<file path="config.mk">
export PLATFORM = sky130hd
export DESIGN_NAME = adc_sync_reader
export DESIGN_NICKNAME = d
export VERILOG_FILES = /design/src/rtl/adc_rd_pkg.sv /design/src/rtl/adc_clk_gen.sv /design/src/rtl/adc_eoc_sync.sv /design/src/rtl/adc_bit_capture.sv /design/src/rtl/adc_sync_reader.sv
export SDC_FILE = /design/constraint.sdc
export NUM_CORES = 1
export LEC_CHECK = 0
export BUFFER_PORTS_ARGS = -buffer_cell sky130_fd_sc_hd__buf_4
export CORE_ASPECT_RATIO = 1.75
export CORE_MARGIN = 3
export CORE_UTILIZATION = 45
export CTS_CLUSTER_DIAMETER = 50
export DETAILED_ROUTE_END_ITERATION = 7
export PLACE_DENSITY = 0.61
export SLEW_MARGIN = 20
export SYNTH_ARGS = -nofsm -noshare
export SYNTH_HDL_FRONTEND = slang
export SYNTH_HIERARCHICAL = 1
export SYNTH_SLANG_ARGS = --single-unit
</file>
<file path="constraint.sdc">
create_clock -name clk -period 3.7 [get_ports clk]
set_clock_uncertainty 0.1 [all_clocks]
set_input_delay 0.185 -clock clk [delete_from_list [all_inputs] [get_ports clk]]
set_output_delay 0.185 -clock clk [all_outputs]
set_load 0.05 [all_outputs]
</file>
<file path="src/rtl/adc_rd_pkg.sv">
package adc_rd_pkg;
  typedef enum logic [2:0] {
    ST_RST  = 3'd0,
    ST_CAL  = 3'd1,
    ST_IDLE = 3'd2,
    ST_WAIT = 3'd3,
    ST_CONV = 3'd4
  } rd_state_e;
endpackage

</file>
<file path="src/rtl/adc_clk_gen.sv">
module adc_clk_gen #(
  parameter int DIV = 4
) (
  input  logic clk,
  input  logic rst_n,
  output logic clk_o,
  output logic rise_o,
  output logic fall_o
);
  localparam int DW = (DIV > 1) ? $clog2(DIV) : 1;

  logic [DW-1:0] div_q, div_d;
  logic          lvl_q, lvl_d;
  logic          tick;

  always_comb begin
    tick  = (div_q == DW'(DIV - 1));
    div_d = tick ? '0 : div_q + 1'b1;
    lvl_d = lvl_q ^ tick;
  end

  always_ff @(posedge clk or negedge rst_n) begin
    if (!rst_n) begin
      div_q <= '0;
      lvl_q <= 1'b0;
    end else begin
      div_q <= div_d;
      lvl_q <= lvl_d;
    end
  end

  assign clk_o  = lvl_q;
  assign rise_o = tick & ~lvl_q;
  assign fall_o = tick & lvl_q;


  clk_toggle_spacing_chk: assert property (@(posedge clk) disable iff (!rst_n)
    (clk_o != $past(clk_o)) |=> (clk_o == $past(clk_o)) || (DIV == 1));
endmodule

</file>
<file path="src/rtl/adc_eoc_sync.sv">
module adc_eoc_sync (
  input  logic clk,
  input  logic rst_n,
  input  logic async_i,
  output logic sync_o
);
  logic meta_q, sync_q;

  always_ff @(posedge clk or negedge rst_n) begin
    if (!rst_n) begin
      meta_q <= 1'b1;
      sync_q <= 1'b1;
    end else begin
      meta_q <= async_i;
      sync_q <= meta_q;
    end
  end

  assign sync_o = sync_q;
endmodule

</file>
<file path="src/rtl/adc_bit_capture.sv">
module adc_bit_capture #(
  parameter int W  = 16,
  parameter int CW = 14
) (
  input  logic          clk,
  input  logic          rst_n,
  input  logic          clr,
  input  logic          rise,
  input  logic          fall,
  input  logic          on_fall,
  input  logic          din,
  input  logic [CW-1:0] cyc,
  output logic [W-1:0]  word
);
  logic [W-1:0] word_q, word_d;
  logic         take;

  always_comb begin
    if (on_fall)
      take = fall && (cyc >= CW'(2)) && (cyc <= CW'(W + 1));
    else
      take = rise && (cyc >= CW'(1)) && (cyc <= CW'(W));
    if (clr)
      word_d = '0;
    else if (take)
      word_d = {word_q[W-2:0], din};
    else
      word_d = word_q;
  end

  always_ff @(posedge clk or negedge rst_n) begin
    if (!rst_n) word_q <= '0;
    else        word_q <= word_d;
  end

  assign word = word_q;
endmodule

</file>
<file path="src/rtl/adc_sync_reader.sv">
module adc_sync_reader
  import adc_rd_pkg::*;
#(
  parameter int DW        = 16,
  parameter int DIV       = 4,
  parameter int RST_CLKS  = 4,
  parameter int CAL_CLKS  = 14000,
  parameter int CONV_CLKS = 20,
  parameter int EOC_GUARD = 4,
  parameter int TMO_W     = 21
) (
  input  logic             clk,
  input  logic             rst_n,
  input  logic             start,
  input  logic             cap_fall,
  input  logic             cal_on_eoc,
  input  logic [TMO_W-1:0] tmo_lim,
  output logic             busy,
  output logic             rd_valid,
  output logic [DW-1:0]    rd_data,
  output logic             tmo_err,
  output logic             adc_clk,
  output logic             adc_rst_n,
  output logic             adc_cs_n,
  output logic             adc_conv_n,
  input  logic             adc_eoc,
  input  logic             adc_dout
);
  localparam int CMAX_A = (CAL_CLKS > CONV_CLKS) ? CAL_CLKS : CONV_CLKS;
  localparam int CMAX   = (CMAX_A > RST_CLKS) ? CMAX_A : RST_CLKS;
  localparam int CW     = $clog2(CMAX + 1);

  rd_state_e        state_q, state_d;
  logic [CW-1:0]    cnt_q, cnt_d;
  logic [TMO_W-1:0] tmr_q, tmr_d;
  logic             rstp_q, rstp_d;
  logic             cs_n_q, cs_n_d;
  logic             conv_n_q, conv_n_d;
  logic             valid_q, valid_d;
  logic             err_q, err_d;
  logic             mode_q, mode_d;
  logic [DW-1:0]    data_q, data_d;

  logic             clk_lvl, clk_rise, clk_fall;
  logic             eoc_s;
  logic             cap_clr;
  logic             in_conv;
  logic [DW-1:0]    cap_word;

  adc_clk_gen #(.DIV(DIV)) i_clk_gen (
    .clk    (clk),
    .rst_n  (rst_n),
    .clk_o  (clk_lvl),
    .rise_o (clk_rise),
    .fall_o (clk_fall)
  );

  adc_eoc_sync i_eoc_sync (
    .clk     (clk),
    .rst_n   (rst_n),
    .async_i (adc_eoc),
    .sync_o  (eoc_s)
  );

  assign in_conv = (state_q == ST_CONV);

  adc_bit_capture #(.W(DW), .CW(CW)) i_capture (
    .clk     (clk),
    .rst_n   (rst_n),
    .clr     (cap_clr),
    .rise    (clk_rise & in_conv),
    .fall    (clk_fall & in_conv),
    .on_fall (mode_q),
    .din     (adc_dout),
    .cyc     (cnt_q),
    .word    (cap_word)
  );

  always_comb begin
    state_d  = state_q;
    cnt_d    = cnt_q;
    tmr_d    = tmr_q;
    rstp_d   = rstp_q;
    cs_n_d   = cs_n_q;
    conv_n_d = conv_n_q;
    mode_d   = mode_q;
    data_d   = data_q;
    valid_d  = 1'b0;
    err_d    = 1'b0;
    cap_clr  = 1'b0;

    unique case (state_q)
      ST_RST: begin
        if (clk_rise) begin
          if (cnt_q == CW'(RST_CLKS - 1)) begin
            cnt_d   = '0;
            rstp_d  = 1'b1;
            state_d = ST_CAL;
          end else begin
            cnt_d = cnt_q + 1'b1;
          end
        end
      end
      ST_CAL: begin
        if (cal_on_eoc && !eoc_s && (cnt_q >= CW'(EOC_GUARD))) begin
          cnt_d   = '0;
          state_d = ST_IDLE;
        end else if (clk_rise) begin
          if (cnt_q == CW'(CAL_CLKS - 1)) begin
            cnt_d   = '0;
            state_d = ST_IDLE;
          end else begin
            cnt_d = cnt_q + 1'b1;
          end
        end
      end
      ST_IDLE: begin
        if (start) begin
          tmr_d   = '0;
          mode_d  = cap_fall;
          cap_clr = 1'b1;
          state_d = ST_WAIT;
        end
      end
      ST_WAIT, ST_CONV: begin
        if (tmr_q == TMO_W'(tmo_lim - 1'b1)) begin
          cs_n_d   = 1'b1;
          conv_n_d = 1'b1;
          err_d    = 1'b1;
          state_d  = ST_IDLE;
        end else begin
          tmr_d = tmr_q + 1'b1;
          if (state_q == ST_WAIT) begin
            if (clk_fall) begin
              cs_n_d   = 1'b0;
              conv_n_d = 1'b0;
              cnt_d    = '0;
              state_d  = ST_CONV;
            end
          end else begin
            if (clk_rise) begin
              cnt_d    = cnt_q + 1'b1;
              conv_n_d = 1'b1;
            end
            if (clk_fall && (cnt_q == CW'(CONV_CLKS))) begin
              cs_n_d  = 1'b1;
              valid_d = 1'b1;
              data_d  = cap_word;
              state_d = ST_IDLE;
            end
          end
        end
      end
      default: state_d = ST_IDLE;
    endcase
  end

  always_ff @(posedge clk or negedge rst_n) begin
    if (!rst_n) begin
      state_q  <= ST_RST;
      cnt_q    <= '0;
      tmr_q    <= '0;
      rstp_q   <= 1'b0;
      cs_n_q   <= 1'b1;
      conv_n_q <= 1'b1;
      valid_q  <= 1'b0;
      err_q    <= 1'b0;
      mode_q   <= 1'b0;
      data_q   <= '0;
    end else begin
      state_q  <= state_d;
      cnt_q    <= cnt_d;
      tmr_q    <= tmr_d;
      rstp_q   <= rstp_d;
      cs_n_q   <= cs_n_d;
      conv_n_q <= conv_n_d;
      valid_q  <= valid_d;
      err_q    <= err_d;
      mode_q   <= mode_d;
      data_q   <= data_d;
    end
  end

  assign busy       = (state_q != ST_IDLE);
  assign rd_valid   = valid_q;
  assign rd_data    = data_q;
  assign tmo_err    = err_q;
  assign adc_clk    = clk_lvl;
  assign adc_rst_n  = rstp_q;
  assign adc_cs_n   = cs_n_q;
  assign adc_conv_n = conv_n_q;


  rst_implies_busy_chk: assert property (@(posedge clk) disable iff (!rst_n)
    !adc_rst_n |-> busy);


  cs_fall_aligned_chk: assert property (@(posedge clk) disable iff (!rst_n)
    $fell(adc_cs_n) |-> $fell(adc_clk));


  conv_only_at_open_chk: assert property (@(posedge clk) disable iff (!rst_n)
    $fell(adc_conv_n) |-> $fell(adc_cs_n));


  valid_single_chk: assert property (@(posedge clk) disable iff (!rst_n)
    rd_valid |=> !rd_valid);


  valid_at_close_chk: assert property (@(posedge clk) disable iff (!rst_n)
    rd_valid |-> ($rose(adc_cs_n) && !busy));


  data_hold_chk: assert property (@(posedge clk) disable iff (!rst_n)
    !rd_valid |-> $stable(rd_data));


  tmo_exclusive_chk: assert property (@(posedge clk) disable iff (!rst_n)
    tmo_err |-> (!rd_valid && adc_cs_n && adc_conv_n && !busy));
endmodule

</file>
**Word-level counts from Yosys, hierarchy flattened**

Index checks and enable logic that the tools add are counted.

- Add/subtract/negate cells: 4
- Order comparisons: 5
- Equal/unequal tests: 21
- Mux-type cells: 43
- Bitwise gates (word level): 8
- Reductions and logical operators: 23

Operators with widths:

| operator | number |
|---|---|
| $mux W14 | 9 |
| $mux W21 | 2 |
| $pmux W14 S3 | 1 |
| $pmux W21 S2 | 1 |
| $mux W16 | 2 |
| $mux W3 | 10 |
| $le A14 B5 Y1 const B | 2 |
| $add A21 B1 Y21 const B | 1 |
| $eq A21 B21 Y1 | 1 |
| $sub A21 B1 Y21 const B | 1 |
| $mux W1 | 16 |
| $ne A3 B3 Y1 const B | 5 |
| $add A14 B1 Y14 const B | 1 |
| $eq A14 B14 Y1 const B | 1 |
| $eq A14 B2 Y1 const B | 1 |
| $eq A14 B5 Y1 const B | 1 |
| $ge A14 B1 Y1 const B | 1 |
| $ge A14 B2 Y1 const B | 1 |
| $ge A14 B3 Y1 const B | 1 |
| $pmux W3 S4 | 1 |
| $reduce_and A3 Y1 | 4 |
| $reduce_bool A3 Y1 | 3 |
| $ne A2 B2 Y1 const B | 4 |
| $ne A4 B4 Y1 const B | 2 |
| 19 further kinds | 32 |

- Bits in registers: 81
- Input bits: 28
- Output and inout port bits: 23
- Logic and storage cells: 119

**Longest topological paths before layout**

Gate-level depths: netlist of run 1.

- Depth in word-level cells: 8
- Depth in mapped cells: 11
- Depth with buffers taken out: 10

**By module**

Netlist of run 1, hierarchy kept.

By module, submodules not included:

| module | instances | cells each | area an instance (um^2) | seq. area each (um^2) |
|---|---|---|---|---|
| adc_sync_reader | 1 | 444 | 3946.3 | 1503.9 |
| adc_bit_capture | 1 | 62 | 774.5 | 400.4 |
| adc_clk_gen | 1 | 10 | 130.1 | 75.1 |
| adc_eoc_sync | 1 | 2 | 52.6 | 52.6 |

**Worst setup path after synthesis of run 1**

Ideal clock, no wire load.

- Path type: input to register
- Start point: input tmo_lim[4]
- End point: register data_q[14], in the netlist rd_data[14]
- Library setup time: 0.128 ns
- Arrival time: 2.969 ns
- Required time: 3.472 ns
- Setup slack: 0.504 ns
- Stages on the path: 10
- Buffers on the path: 2
- Cell sequence: clkbuf_1 -> or4_1 -> nor4_2 -> mux2_2 -> a32oi_1 -> nand4_2 -> nor2_4 -> nor2_2 -> buf_6 -> mux2_1

- Word-level cells in the longest chain between the ends: 4

RTL lines:

| element | RTL line | RTL |
|---|---|---|
| start: declaration | adc_sync_reader.sv:17 | `input logic [TMO_W-1:0] tmo_lim,` |
| $sub A21 B1 Y21 | adc_sync_reader.sv:126 | `if (tmr_q == TMO_W'(tmo_lim - 1'b1)) begin` |
| $eq A21 B21 Y1 | adc_sync_reader.sv:126 |  |
| $not A1 Y1 (no line) | - |  |
| $reduce_and A4 Y1 (no line) | - |  |
| end signal: assignment | adc_sync_reader.sv:180 | `data_q <= data_d;` |
| end: declaration | adc_sync_reader.sv:42 | `logic [DW-1:0] data_q, data_d;` |

Every way passes these cells.
A chain may end at the register's enable or synchronous reset.

**Final worst setup path of run 1**

- Start point: register tmr_q[2]
- End point: register tmr_q[20]

- Word-level cells in the longest chain between the ends: 3
- Elaborated cells between the ends (all ways): 6
- Classes of those cells: add/sub (1); eq/ne (2); mux (2); reduce/logical (1)

RTL lines:

| element | RTL line | RTL |
|---|---|---|
| start: declaration | adc_sync_reader.sv:35 | `logic [TMO_W-1:0] tmr_q, tmr_d;` |
| start signal: assignment | adc_sync_reader.sv:173 | `tmr_q <= tmr_d;` |
| $add A21 B1 Y21 / $eq A21 B21 Y1 (equally long branches) | adc_sync_reader.sv:132, adc_sync_reader.sv:126 |  |
| $mux W21 / $ne A2 B2 Y1 (equally long branches) | - |  |
| $pmux W21 S2 / $reduce_and A3 Y1 (equally long branches) | - |  |

Parallel ways exist; a longest one is shown, timed or not. The select of a mux whose other input is x is not followed.

==> flow_summary.yaml, run 1 <==
status:
  run_status: "completed"
route:
  drt.antenna.violating_nets: 0
  drc: 0
  totalWireLength_mm: 12.1
  vias: 4135
  routed_via_density: 5.88
  detail_route.wl_per_cell_um: 17.3
  drt_pass1_iterations: 5
  drt-initial-drc-count: 147
final_layout:
  fraction_of_layout_instances_using_a_drive_strength_above_1: 0.182
  area.sequential_um2: 2030
  multi_input_area_um2: 2670
  num_antenna_cells: 0
  area_added_between_synthesis_and_finish_pct: 16.8
  final_nets: 606
  num-fill-cells: 970
  post-route-util: 0.546
  stdcell_area_um2: 5730
worst_setup_path:
  timing.rr.start: "tmr_q[2]"
  timing.critical_path.slowest_cell_delay_ps: 500
  crit_end_element: "flop"
  cp_most_frequent_cell: "sky130_fd_sc_hd__nand4_1"
  worstPathArrival_ps: 3220
  critical_path_cell_by_cell: "and4_1 > nand4_1 > nor4_1 > nand4_1 > nor3_1 > nand2_1 > nor4b_1 > mux2i_1"
  slowest_library_cell_on_the_worst_path: "sky130_fd_sc_hd__nor4_1"
  critPathLaunchType: "flop"
  crit_buf_inv: 0
  critical_path_class: "reg -> reg"
  cp_top_family: "simple AND/OR/NAND/NOR gates"
  cp_max_fo: 7
  cp-startpoint: "tmr_q[2]"
  worst-endpoint-required_ps: 3860
grt:
  maximum_number_of_pins_on_one_net_before_global_route_repair: 82
  groute.usage.overall: 0.207
  grt_first_pass_wirelength_mm: 20.1
  grt-ovfl-total: 0
  grt_pass1_vias: 4210
  grt_antenna_before_repair: 0
clock_tree:
  post_cts_resize_count: 0
  clock_tree.buffer_depth: 2
  cts-htree-levels: 3
  cts.repair_timing.setup_buffer_count: 0
  clock-sinks: 81
  cts_inserted_buffers: 9
  clock_root_cell: "sky130_fd_sc_hd__clkbuf_16"
  clock_latency_ps: 340
  worst_setup_hold_path_clk_slew_ps: 60
  clock_tree_from_tritoncts: "yes"
  cts_hold_repair.buffers: 3
sta:
  grt_setup_unrepaired: "false"
  fin_ws_ps: 639
  setup_viol_count_final: 0
  post-route-period-util: 0.827
  timing_max_transition_violations_final: 0
  relSlewSlack: 0.499
  timing.final.hold_violations: 0
  max_freq_mhz: 327
  holdWs_ps: 11.3
  finalSetupTns_ps: 0
  tightestPinTransition_ps: 751
  post-route-min-period_ps: 3060
placed_design:
  placement.io_buffers: 50
  finalWeightedCongestion: 0.876
  detailed_place_hpwl_mm: 8.99
  placement.setup.worst_slack_ps: 280
  dpl-instance-area_um2: 5410
logic_synthesis:
  adder_cell_fraction_of_synth_area: 0.0179
  yosysSeqAreaShare: 0.414
  async_flop_share: 1.00
  number_of_enable_flip_flop_cells_after_synthesis: 0
  yosysTopAreaCell: "sky130_fd_sc_hd__dfrtp_1"
  synth_cells: 518
  postSynth.topFlopCell: "sky130_fd_sc_hd__dfrtp_1"
  post_synth.cell_area_avg_um2: 9.47
  synth.area.mux_share: 0.0847
  synth_compound_area_frac: 0.153
  synth_top_area_frac: 0.393
  mappedNetlistNets: 553
  synth_top_family_by_area: "simple AND/OR/NAND/NOR gates"
  synth.area.top_cells: "sky130_fd_sc_hd__dfrtp_1 (39%), sky130_fd_sc_hd__mux2i_1 (3.9%), sky130_fd_sc_hd__nand2b_1 (3.4%), sky130_fd_sc_hd__nor2_1 (2.8%), sky130_fd_sc_hd__mux2_4 (2.8%)"
  mappedNetlistArea_um2: 4900
  synth-xor-area-share: 0.0429
  postSynthRegisterBits: 81
  synth_cell_type_count: 69
  synthesis.yosys.warnings: 6
  synth_simple_gate_area_share: 0.246
floorplan:
  io_pins: 51
  die-area_um2: 12200
  die_h_um: 144
  core_area_um2: 10500
  floorplan.rows: 49
  die_width_um: 84.9
  initial_utilization: 0.468
pwr:
  max-vdd-ir-drop_uv: 324
  leakage_component_of_the_power_nw: 2.47
  pwr_density_cell_nw_per_um2: 480
min_path:
  min_from: "adc_dout"
  hold_path.class: "in -> reg"
job:
  maxCapViolCount: 0
[registers in the layout (all words and copies together), names as in the netlist, 2 cells and up]
| register | flops |
|---|---|
| state_q | 3 |
| tmr_q | 21 |
| i_capture/word | 16 |
| cnt_q | 14 |
| i_clk_gen/div_q | 2 |
| rd_data | 16 |
[routing by layer]
metal  share of wire  wire, um  track usage  vias to the layer above
met4           0.031       379        0.111                        0
met5               0         0            0                        -
li1                -         -            -                     2019
met3           0.028       341       0.0245                       24
met1            0.39      4690        0.222                     2003
met2            0.55      6740        0.390                       89
[cell usage in the layout, fill, tap and decap left out, drive strengths merged, types with 3 or more instances in the layout]
master and n:
a21oi 18, a2111oi 4, nor4 13, nor2b 4, and4 3, clkbuf 9, o31a 3, dfrtp 77
o311ai 3, buf 61, o211ai 6, or3 9, nor4b 3, xor2 14, xnor2 10, or2 3
nor3 14, a31oi 5, o21ai 32, nand3 18, o31ai 15, dfstp 4, nand4 11, inv 27
nand2 32, mux2 17, mux2i 19, nand2b 27, and3 11, nor2 39, o41ai 4, a211oi 3
ha 7, or4 15, clkinv 4, dlygate4sd3 3
[Yosys cell counts, types with 9 or more instances]
cell	count
sky130_fd_sc_hd__nor2_1	37
sky130_fd_sc_hd__and3_1	11
sky130_fd_sc_hd__clkbuf_1	13
sky130_fd_sc_hd__dfrtp_1	77
sky130_fd_sc_hd__or3_1	9
sky130_fd_sc_hd__nand2b_1	27
sky130_fd_sc_hd__nor3_1	14
sky130_fd_sc_hd__nand4_1	10
sky130_fd_sc_hd__o21ai_1	19
sky130_fd_sc_hd__mux2_4	9
sky130_fd_sc_hd__nor4_1	12
sky130_fd_sc_hd__xor2_1	14
sky130_fd_sc_hd__xnor2_1	10
sky130_fd_sc_hd__o21ai_0	12
sky130_fd_sc_hd__mux2i_1	19
sky130_fd_sc_hd__inv_1	25
sky130_fd_sc_hd__a21oi_1	18
sky130_fd_sc_hd__nand3_1	18
sky130_fd_sc_hd__or4_1	15
sky130_fd_sc_hd__o31ai_1	15
sky130_fd_sc_hd__nand2_1	32
[area by class of cell]
cell class                      count  area share
Clock buffer                        9      0.0393
Clock inverter                      7     0.00962
Inverter                           25      0.0164
Multi-Input combinational cell    390       0.466
Sequential cell                    81       0.355
Tap cell                          127      0.0278
Timing Repair Buffer               64      0.0859
[cells by family (layout without fill, tap and decap cells)]
| family | count (synthesis) | after routing |
|---|---|---|
| AO/OA/AOI/OAI | 109 | 109 |
| XOR/XNOR | 24 | 24 |
| adder cells (fa/ha/maj) | 7 | 7 |
| buffers and inverters | 47 | 105 |
| flip-flops | 81 | 81 |
| multiplexers | 36 | 36 |
| AND/OR/NAND/NOR | 214 | 214 |
[through the flow]
stage / std cells / power [W]
floorplan: 518 / 0.00168
global placement: 684 / 0.00190
detailed placement: 684 / 0.00193
CTS: 703 / 0.00277
global route: 703 / 0.00293
finish: 703 / 0.00275
[worst paths after layout]
check                                endpoint  slack, ps  depth (start not counted)
max                                 tmr_q[20]        640                          8
min                         i_capture/word[0]         10                          3
max reg2reg                         tmr_q[20]        640                          8
min reg2reg                 i_eoc_sync/sync_o        260                          0
max in group asynchronous           tmr_q[13]       2620                          2
min in group asynchronous  i_capture/word[15]        330                          2
[power breakdown]
part           internal [W]  switching [W]  total (W)
clock              0.000461       0.000379   0.000840
sequential         0.000989       0.000168    0.00116
combinational      0.000305       0.000448   0.000752
total               0.00175       0.000994    0.00275
[tightest hold or removal path, delay by kind of cell]
family	cells	cell delay (ps)
multiplexers	1	60
buffers and inverters	1	110
AND/OR/NAND/NOR	1	60
No activity file was read; power rests on OpenSTA's default activity.
==> run 2, diff against run 1 <==
--- a/config.mk
+++ b/config.mk
@@ -11,7 +11,7 @@
 export CORE_UTILIZATION = 45
 export CTS_CLUSTER_DIAMETER = 50
 export DETAILED_ROUTE_END_ITERATION = 7
-export PLACE_DENSITY = 0.61
+export PLACE_DENSITY = 0.63
 export SLEW_MARGIN = 20
 export SYNTH_ARGS = -nofsm -noshare
 export SYNTH_HDL_FRONTEND = slang
==> constraint.sdc (replaced) <==
create_clock -name clk -period 2.6 [get_ports clk]
set_clock_uncertainty 0.1 [all_clocks]
set_input_delay 0.13 -clock clk [delete_from_list [all_inputs] [get_ports clk]]
set_output_delay 0.13 -clock clk [all_outputs]
set_load 0.05 [all_outputs]
==> run 2 against run 1 <==
Effect of this change:
- the run now ends with setup timing left
- non-clock buffer count grew 89
- final cell count increased by 13%
- die area stayed put
- critical path depth grew 3
- critical endpoint is now tmr_q[9]
==> flow_summary.yaml, run 2 (synthesized netlist as in run 1, its figures left out) <==
route:
  vias: 4570
  drt_pass1_iterations: 5
  routed_via_density: 5.77
  drc: 0
  detail_route.wl_per_cell_um: 17.9
  totalWireLength_mm: 14.2
  drt.antenna.violating_nets: 0
  drt-initial-drc-count: 199
floorplan:
  core_area_um2: 10500
  die-area_um2: 12200
  die_h_um: 144
  initial_utilization: 0.468
  floorplan.rows: 49
  die_width_um: 84.9
  io_pins: 51
final_layout:
  num_antenna_cells: 0
  layoutNonFillerInstCount: 792
  mostFrequentLayoutCell: "sky130_fd_sc_hd__buf_4"
  num-fill-cells: 827
  max_reg_flops: 21
  area_added_between_synthesis_and_finish_pct: 42.1
  fraction_of_layout_instances_using_a_drive_strength_above_1: 0.380
  most_frequent_cells_in_the_layout: "sky130_fd_sc_hd__buf_4 (132), sky130_fd_sc_hd__dfrtp_1 (76), sky130_fd_sc_hd__nor2_1 (36)"
  final_nets: 696
  registers.top_by_ff_count: "tmr_q"
  post-route-util: 0.665
worst_setup_path:
  cp_most_frequent_cell: "sky130_fd_sc_hd__o21ai_2"
  rr_worst_depth: 10
  cp_top_family: "compound AO/OA/AOI/OAI gates"
  worstPathArrival_ps: 2850
  crit_end_element: "flop"
  crit_buf_inv: 3
  critical_path_cell_by_cell: "buf_6 > or4_4 > buf_4 > o41ai_4 > a21boi_0 > o211ai_1 > o21ai_2 > o21ai_2 > buf_12 > or4_1 > a21oi_2"
  cp_max_fo: 28
  critPathLaunchType: "input port"
  timing.critical_path.slowest_cell_delay_ps: 540
  worst-endpoint-required_ps: 2760
  worst-path-stages: 11
  critical_path_class: "in -> reg"
  slowest_library_cell_on_the_worst_path: "sky130_fd_sc_hd__or4_4"
clock_tree:
  cts_inserted_buffers: 9
  clock_tree_from_tritoncts: "yes"
  clock_tree.buffer_depth: 2
  worst_setup_hold_path_clk_slew_ps: 60
  clock_latency_ps: 340
  clock-sinks: 81
  clock_root_cell: "sky130_fd_sc_hd__clkbuf_16"
  cts-htree-levels: 3
job:
  maxCapViolCount: 0
pwr:
  share_clk_of_total_power: 0.305
  power_switching_w: 0.00160
  pwr_density_cell_nw_per_um2: 680
  p_int_w: 0.00313
  max-vdd-ir-drop_uv: 686
  pwr-share-comb: 0.367
  leakage_component_of_the_power_nw: 3.08
  design_power_total_w: 0.00474
  power.share.switching: 0.338
  sequentialPowerShare: 0.328
placed_design:
  placement.io_buffers: 50
  detailed_place_hpwl_mm: 9.84
  finalWeightedCongestion: 0.816
  dpl.cell_count: 759
grt:
  grt-ovfl-total: 0
  grt_first_pass_wirelength_mm: 22.3
  maximum_number_of_pins_on_one_net_before_global_route_repair: 43
  groute.usage.overall: 0.229
  grt_pass1_vias: 4685
  grt_antenna_before_repair: 0
sta:
  timing.final.hold_violations: 0
  max_freq_mhz: 372
  fin_ws_ps: -89.6
  finalSetupTns_ps: -1590
  post-route-min-period_ps: 2690
  relSlewSlack: 0.632
  timing_max_transition_violations_final: 0
  post-route-period-util: 1.03
  holdWs_ps: 206
  tightestPinTransition_ps: 552
  grt_setup_unrepaired: "true"
  setup_viol_count_final: 38
min_path:
  hold_path.class: "in -> async"
status:
  run_status: "finished with violations"
  violations: "setup timing"
[run 2: changes by cell type in the layout (fill, tap and decap cells not counted), sizes merged]
cell / delta
buf: +87
bufinv: +3
clkinv: -3
clkbuf: +1
dlygate4sd3: +1
inv: -1
or2: +1
[run 2: what timing repair did]
action                                  in CTS  in global routing
endpoints found under the setup margin      53                 62
gates resized for setup                     40                 48
hold buffers                                 4                  0
pin swaps                                   14                 20
cloned                                       2                  2
hold endpoints to repair                    42                  0
buffers inserted                             2                  9
[run 2: worst paths after layout]
check,start,end,slack (ps)
max in group asynchronous,rst_n,adc_cs_n,1520
hold / removal,rst_n,i_capture/word[13],210
min in group clk,start,mode_q,230
setup / recovery,tmo_lim[9],tmr_q[9],-90
setup reg to reg,tmr_q[10],tmr_q[9],-30
hold reg to reg,i_eoc_sync/meta_q,i_eoc_sync/sync_o,260
[run 2: stage by stage]
step	worst slack, ps	cell area [um^2]
after CTS	-45.9	6680
after floorplan	-352	5000
after global placement	-519	6090
after detailed placement	-565	6090
after global routing	-230	6970
final	-89.6	6970
[run 2: worst register-to-register path, delay by kind of cell, from the launching register on]
family	cells	cell delay, ps
flip-flops	1	410
AO/OA/AOI/OAI	4	660
buffers and inverters	2	340
XOR/XNOR	1	330
AND/OR/NAND/NOR	3	710
[run 2: routing by layer]
layer | up-vias | global-route usage | share of wire
met5 | - | 0 | 0
met4 | 0 | 0.110 | 0.034
met3 | 30 | 0.0245 | 0.030
met2 | 109 | 0.446 | 0.57
met1 | 2228 | 0.241 | 0.37
li1 | 2203 | - | -
[run 2: area by class of cell]
| cell class | count | area, um^2 | share of cell area |
|---|---|---|---|
| Multi-Input combinational cell | 391 | 3070 | 0.441 |
| Sequential cell | 81 | 2030 | 0.292 |
| Timing Repair Buffer | 153 | 1270 | 0.182 |
| Clock buffer | 9 | 225 | 0.0323 |
| Tap cell | 127 | 159 | 0.0228 |
| Clock inverter | 6 | 115 | 0.0165 |
| Inverter | 25 | 93.8 | 0.0135 |
[run 2: power groups by stage]
| stage | sequential (W) | combinational [W] | clock (W) |
|---|---|---|---|
| after floorplan | 0.00161 | 0.000797 | 0 |
| after global placement | 0.00156 | 0.00137 | 0 |
| after detailed placement | 0.00156 | 0.00142 | 0 |
| after CTS | 0.00155 | 0.00156 | 0.00148 |
| after global routing | 0.00157 | 0.00190 | 0.00151 |
| final | 0.00155 | 0.00174 | 0.00145 |
==> run 3, diff against run 2 <==
--- a/config.mk
+++ b/config.mk
@@ -5,13 +5,14 @@
 export SDC_FILE = /design/constraint.sdc
 export NUM_CORES = 1
 export LEC_CHECK = 0
+export ABC_AREA = 1
 export BUFFER_PORTS_ARGS = -buffer_cell sky130_fd_sc_hd__buf_4
 export CORE_ASPECT_RATIO = 1.75
 export CORE_MARGIN = 3
 export CORE_UTILIZATION = 45
 export CTS_CLUSTER_DIAMETER = 50
 export DETAILED_ROUTE_END_ITERATION = 7
-export PLACE_DENSITY = 0.63
+export PLACE_DENSITY = 0.62
 export SLEW_MARGIN = 20
 export SYNTH_ARGS = -nofsm -noshare
 export SYNTH_HDL_FRONTEND = slang
==> run 3 against run 2 <==
Effect of this change:
- the flow now finishes without violations
- final cell count is 50% higher
- utilization is 11 points lower
- wire length increased by 20%
- cell area up 7.5%
- register-to-register slack gained 290 ps
- flip-flop and latch count unchanged
- sequential power is 19% lower
- via count grew 32%
- worst hold slack better by 8.4 ps
- combinational power shrank 88%
- worst setup slack better by 350 ps
==> flow_summary.yaml, run 3 <==
route:
  drc: 0
  detail_route.wl_per_cell_um: 14.4
  drt.antenna.violating_nets: 0
  drt_pass1_iterations: 4
  routed_via_density: 5.07
  vias: 6013
  drt-initial-drc-count: 308
  totalWireLength_mm: 17.0
job:
  maxCapViolCount: 0
grt:
  grt_most_used_layer: "met2"
  maximum_number_of_pins_on_one_net_before_global_route_repair: 82
  grt_first_pass_wirelength_mm: 27.9
  grtUsageMet3: 0.0301
  grt_antenna_before_repair: 0
  groute.usage.overall: 0.229
  grt_pass1_vias: 5905
  grt_use_met1: 0.244
  grtUsageMet2: 0.425
  grt-ovfl-total: 0
logic_synthesis:
  yosysSeqAreaShare: 0.321
  yosysTopAreaCell: "sky130_fd_sc_hd__dfrtp_1"
  postSynthRegisterBits: 81
  mappedNetlistNets: 954
  async_flop_share: 1.00
  netlist_top_cells_count: "sky130_fd_sc_hd__nand2_1 (250), sky130_fd_sc_hd__inv_1 (120), sky130_fd_sc_hd__nor2_1 (105), sky130_fd_sc_hd__dfrtp_1 (77), sky130_fd_sc_hd__nand3_1 (69)"
  post_synth.cell_area_avg_um2: 6.89
  synth.area.top_cells: "sky130_fd_sc_hd__dfrtp_1 (30%), sky130_fd_sc_hd__nand2_1 (15%), sky130_fd_sc_hd__inv_1 (7.1%), sky130_fd_sc_hd__nor2_1 (6.2%), sky130_fd_sc_hd__nand3_1 (5.5%)"
  number_of_enable_flip_flop_cells_after_synthesis: 0
  synth_cells: 919
  synth_top_area_frac: 0.304
  post-synth-top-count-cell: "sky130_fd_sc_hd__nand2_1"
  postSynth.topFlopCell: "sky130_fd_sc_hd__dfrtp_1"
  mappedNetlistArea_um2: 6330
  synth_cell_type_count: 41
  synthesis.yosys.warnings: 6
placed_design:
  finalWeightedCongestion: 0.877
  placement.io_buffers: 50
  detailed_place_hpwl_mm: 13.2
  dpl-instance-area_um2: 7110
  dpl.cell_count: 1164
clock_tree:
  clock_root_cell: "sky130_fd_sc_hd__clkbuf_16"
  worst_setup_hold_path_clk_slew_ps: 70
  cts-htree-levels: 3
  clock_tree.buffer_depth: 2
  clock-sinks: 81
  cts_inserted_buffers: 9
  clock_latency_ps: 350
  clock_tree_from_tritoncts: "yes"
final_layout:
  final_nets: 1041
  layoutNonFillerInstCount: 1185
  num_antenna_cells: 0
  post-route-util: 0.551
  most_frequent_cells_in_the_layout: "sky130_fd_sc_hd__nand2_1 (250), sky130_fd_sc_hd__inv_1 (120), sky130_fd_sc_hd__nor2_1 (104)"
  num-fill-cells: 1410
  mostFrequentLayoutCell: "sky130_fd_sc_hd__nand2_1"
  multi_input_area_um2: 3640
  area_added_between_synthesis_and_finish_pct: 18.3
  area.sequential_um2: 2030
  stdcell_area_um2: 7490
  max_reg_flops: 21
  registers.top_by_ff_count: "tmr_q"
  fraction_of_layout_instances_using_a_drive_strength_above_1: 0.228
status:
  run_status: "completed"
sta:
  timing.final.hold_violations: 0
  relSlewSlack: 0.495
  timing_max_transition_violations_final: 0
  grt_setup_unrepaired: "false"
  max_freq_mhz: 428
  setup_viol_count_final: 0
  tightestPinTransition_ps: 757
  post-route-period-util: 0.898
  finalSetupTns_ps: 0
  post-route-min-period_ps: 2340
min_path:
  min_from: "start"
  hold_path_end: "mode_q"
  hold_path.class: "in -> reg"
  worstHoldPathCells: 5
pwr:
  pwr_density_cell_nw_per_um2: 363
  leakage_component_of_the_power_nw: 3.93
  max-vdd-ir-drop_uv: 283
worst_setup_path:
  r2r-end: "tmr_q[16]"
  crit_end_element: "flop"
  worstPathArrival_ps: 2460
  critPathLaunchType: "flop"
  cp-startpoint: "tmr_q[8]"
  critical_path_class: "reg -> reg"
  cp_max_fo: 34
  worst-endpoint-required_ps: 2720
  timing.rr.start: "tmr_q[8]"
  rr_worst_depth: 13
  regToRegSetupSlack_ps: 260
floorplan:
  initial_utilization: 0.466
  die_width_um: 95.7
  die-area_um2: 15600
  io_pins: 51
  die_h_um: 163
  core_area_um2: 13600
  floorplan.rows: 56
run 3: cell count changes in the layout (fill, tap and decap cells not counted), sizes merged, moves of 9 or more:
| cell | previous run | this run |
|---|---|---|
| inv | 26 | 125 |
| or3 | 9 | 0 |
| nand3 | 18 | 75 |
| nand2 | 32 | 303 |
| and3 | 11 | 0 |
| nand4 | 11 | 46 |
| nand2b | 27 | 0 |
| mux2i | 19 | 0 |
| mux2 | 17 | 0 |
| nor2 | 39 | 125 |
| or4 | 15 | 0 |
| buf | 148 | 101 |
| xor2 | 14 | 37 |
run 3: kinds of logic (layout without fill, tap and decap cells):
group / after synthesis / after routing / synth area share
AO/OA/AOI/OAI: 56 / 56 / 0.0634
XOR/XNOR: 46 / 46 / 0.0636
adder cells (fa/ha/maj): 7 / 7 / 0.0138
buffers and inverters: 151 / 243 / 0.107
flip-flops: 81 / 81 / 0.321
AND/OR/NAND/NOR: 578 / 578 / 0.431
run 3: repair_timing:
action | CTS | global route
hold buffers | 4 | 0
setup endpoints to repair | 0 | 32
setup buffers | 0 | 1
hold endpoints to repair | 80 | 0
gates resized for setup | 0 | 3
run 3: cell type report:
cell class              instances  area share
flip-flops and latches         81       0.271
clock inverters                 7     0.00953
multi-input cells             687       0.487
inverters                     122      0.0612
clock buffers                   9      0.0301
repair buffers                105       0.112
well taps                     174      0.0291
run 3: worst max path at each step:
stage | end
finish | tmr_q[16]
global route | tmr_q[16]
CTS | tmr_q[16]
detailed placement | rd_data[0]
global placement | tmr_q[16]
floorplan | tmr_q[3]
run 3: metal layers:
layer  up-vias  wire length [um]
met4         0               792
met3        48               500
li1       3091                 -
met5         -                 0
met1      2760              6360
met2       114              9380
run 3: stage by stage:
step	setup slack, ps	hold slack, ps	total power [W]
after floorplan	518	-266	0.00138
after global placement	-11.1	140	0.00149
after detailed placement	-55.0	139	0.00149
after CTS	115	199	0.00277
after global routing	23.2	221	0.00284
final	265	215	0.00272
run 3: worst max-delay path: stages, from the launching register on:
cell and delay (ps):
sky130_fd_sc_hd__dfrtp_1 430, sky130_fd_sc_hd__xnor2_1 360, sky130_fd_sc_hd__nor2_1 90, sky130_fd_sc_hd__nor2_1 90, sky130_fd_sc_hd__nand2_1 60, sky130_fd_sc_hd__nor2_1 110
sky130_fd_sc_hd__nand3_1 100, sky130_fd_sc_hd__nor2_2 150, sky130_fd_sc_hd__nand2_4 70, sky130_fd_sc_hd__buf_4 160, sky130_fd_sc_hd__nand2_4 80, sky130_fd_sc_hd__nand2_8 190
sky130_fd_sc_hd__nand3_1 150, sky130_fd_sc_hd__o21ai_2 60
run 3: where the power goes:
group	total [W]	leakage, nW	internal, W	switching, W
combinational	0.000207	2.84	0.0000832	0.000124
clock	0.00125	0.146	0.000675	0.000574
sequential	0.00126	0.939	0.00126	0.00000106
total	0.00272	3.93	0.00202	0.000699
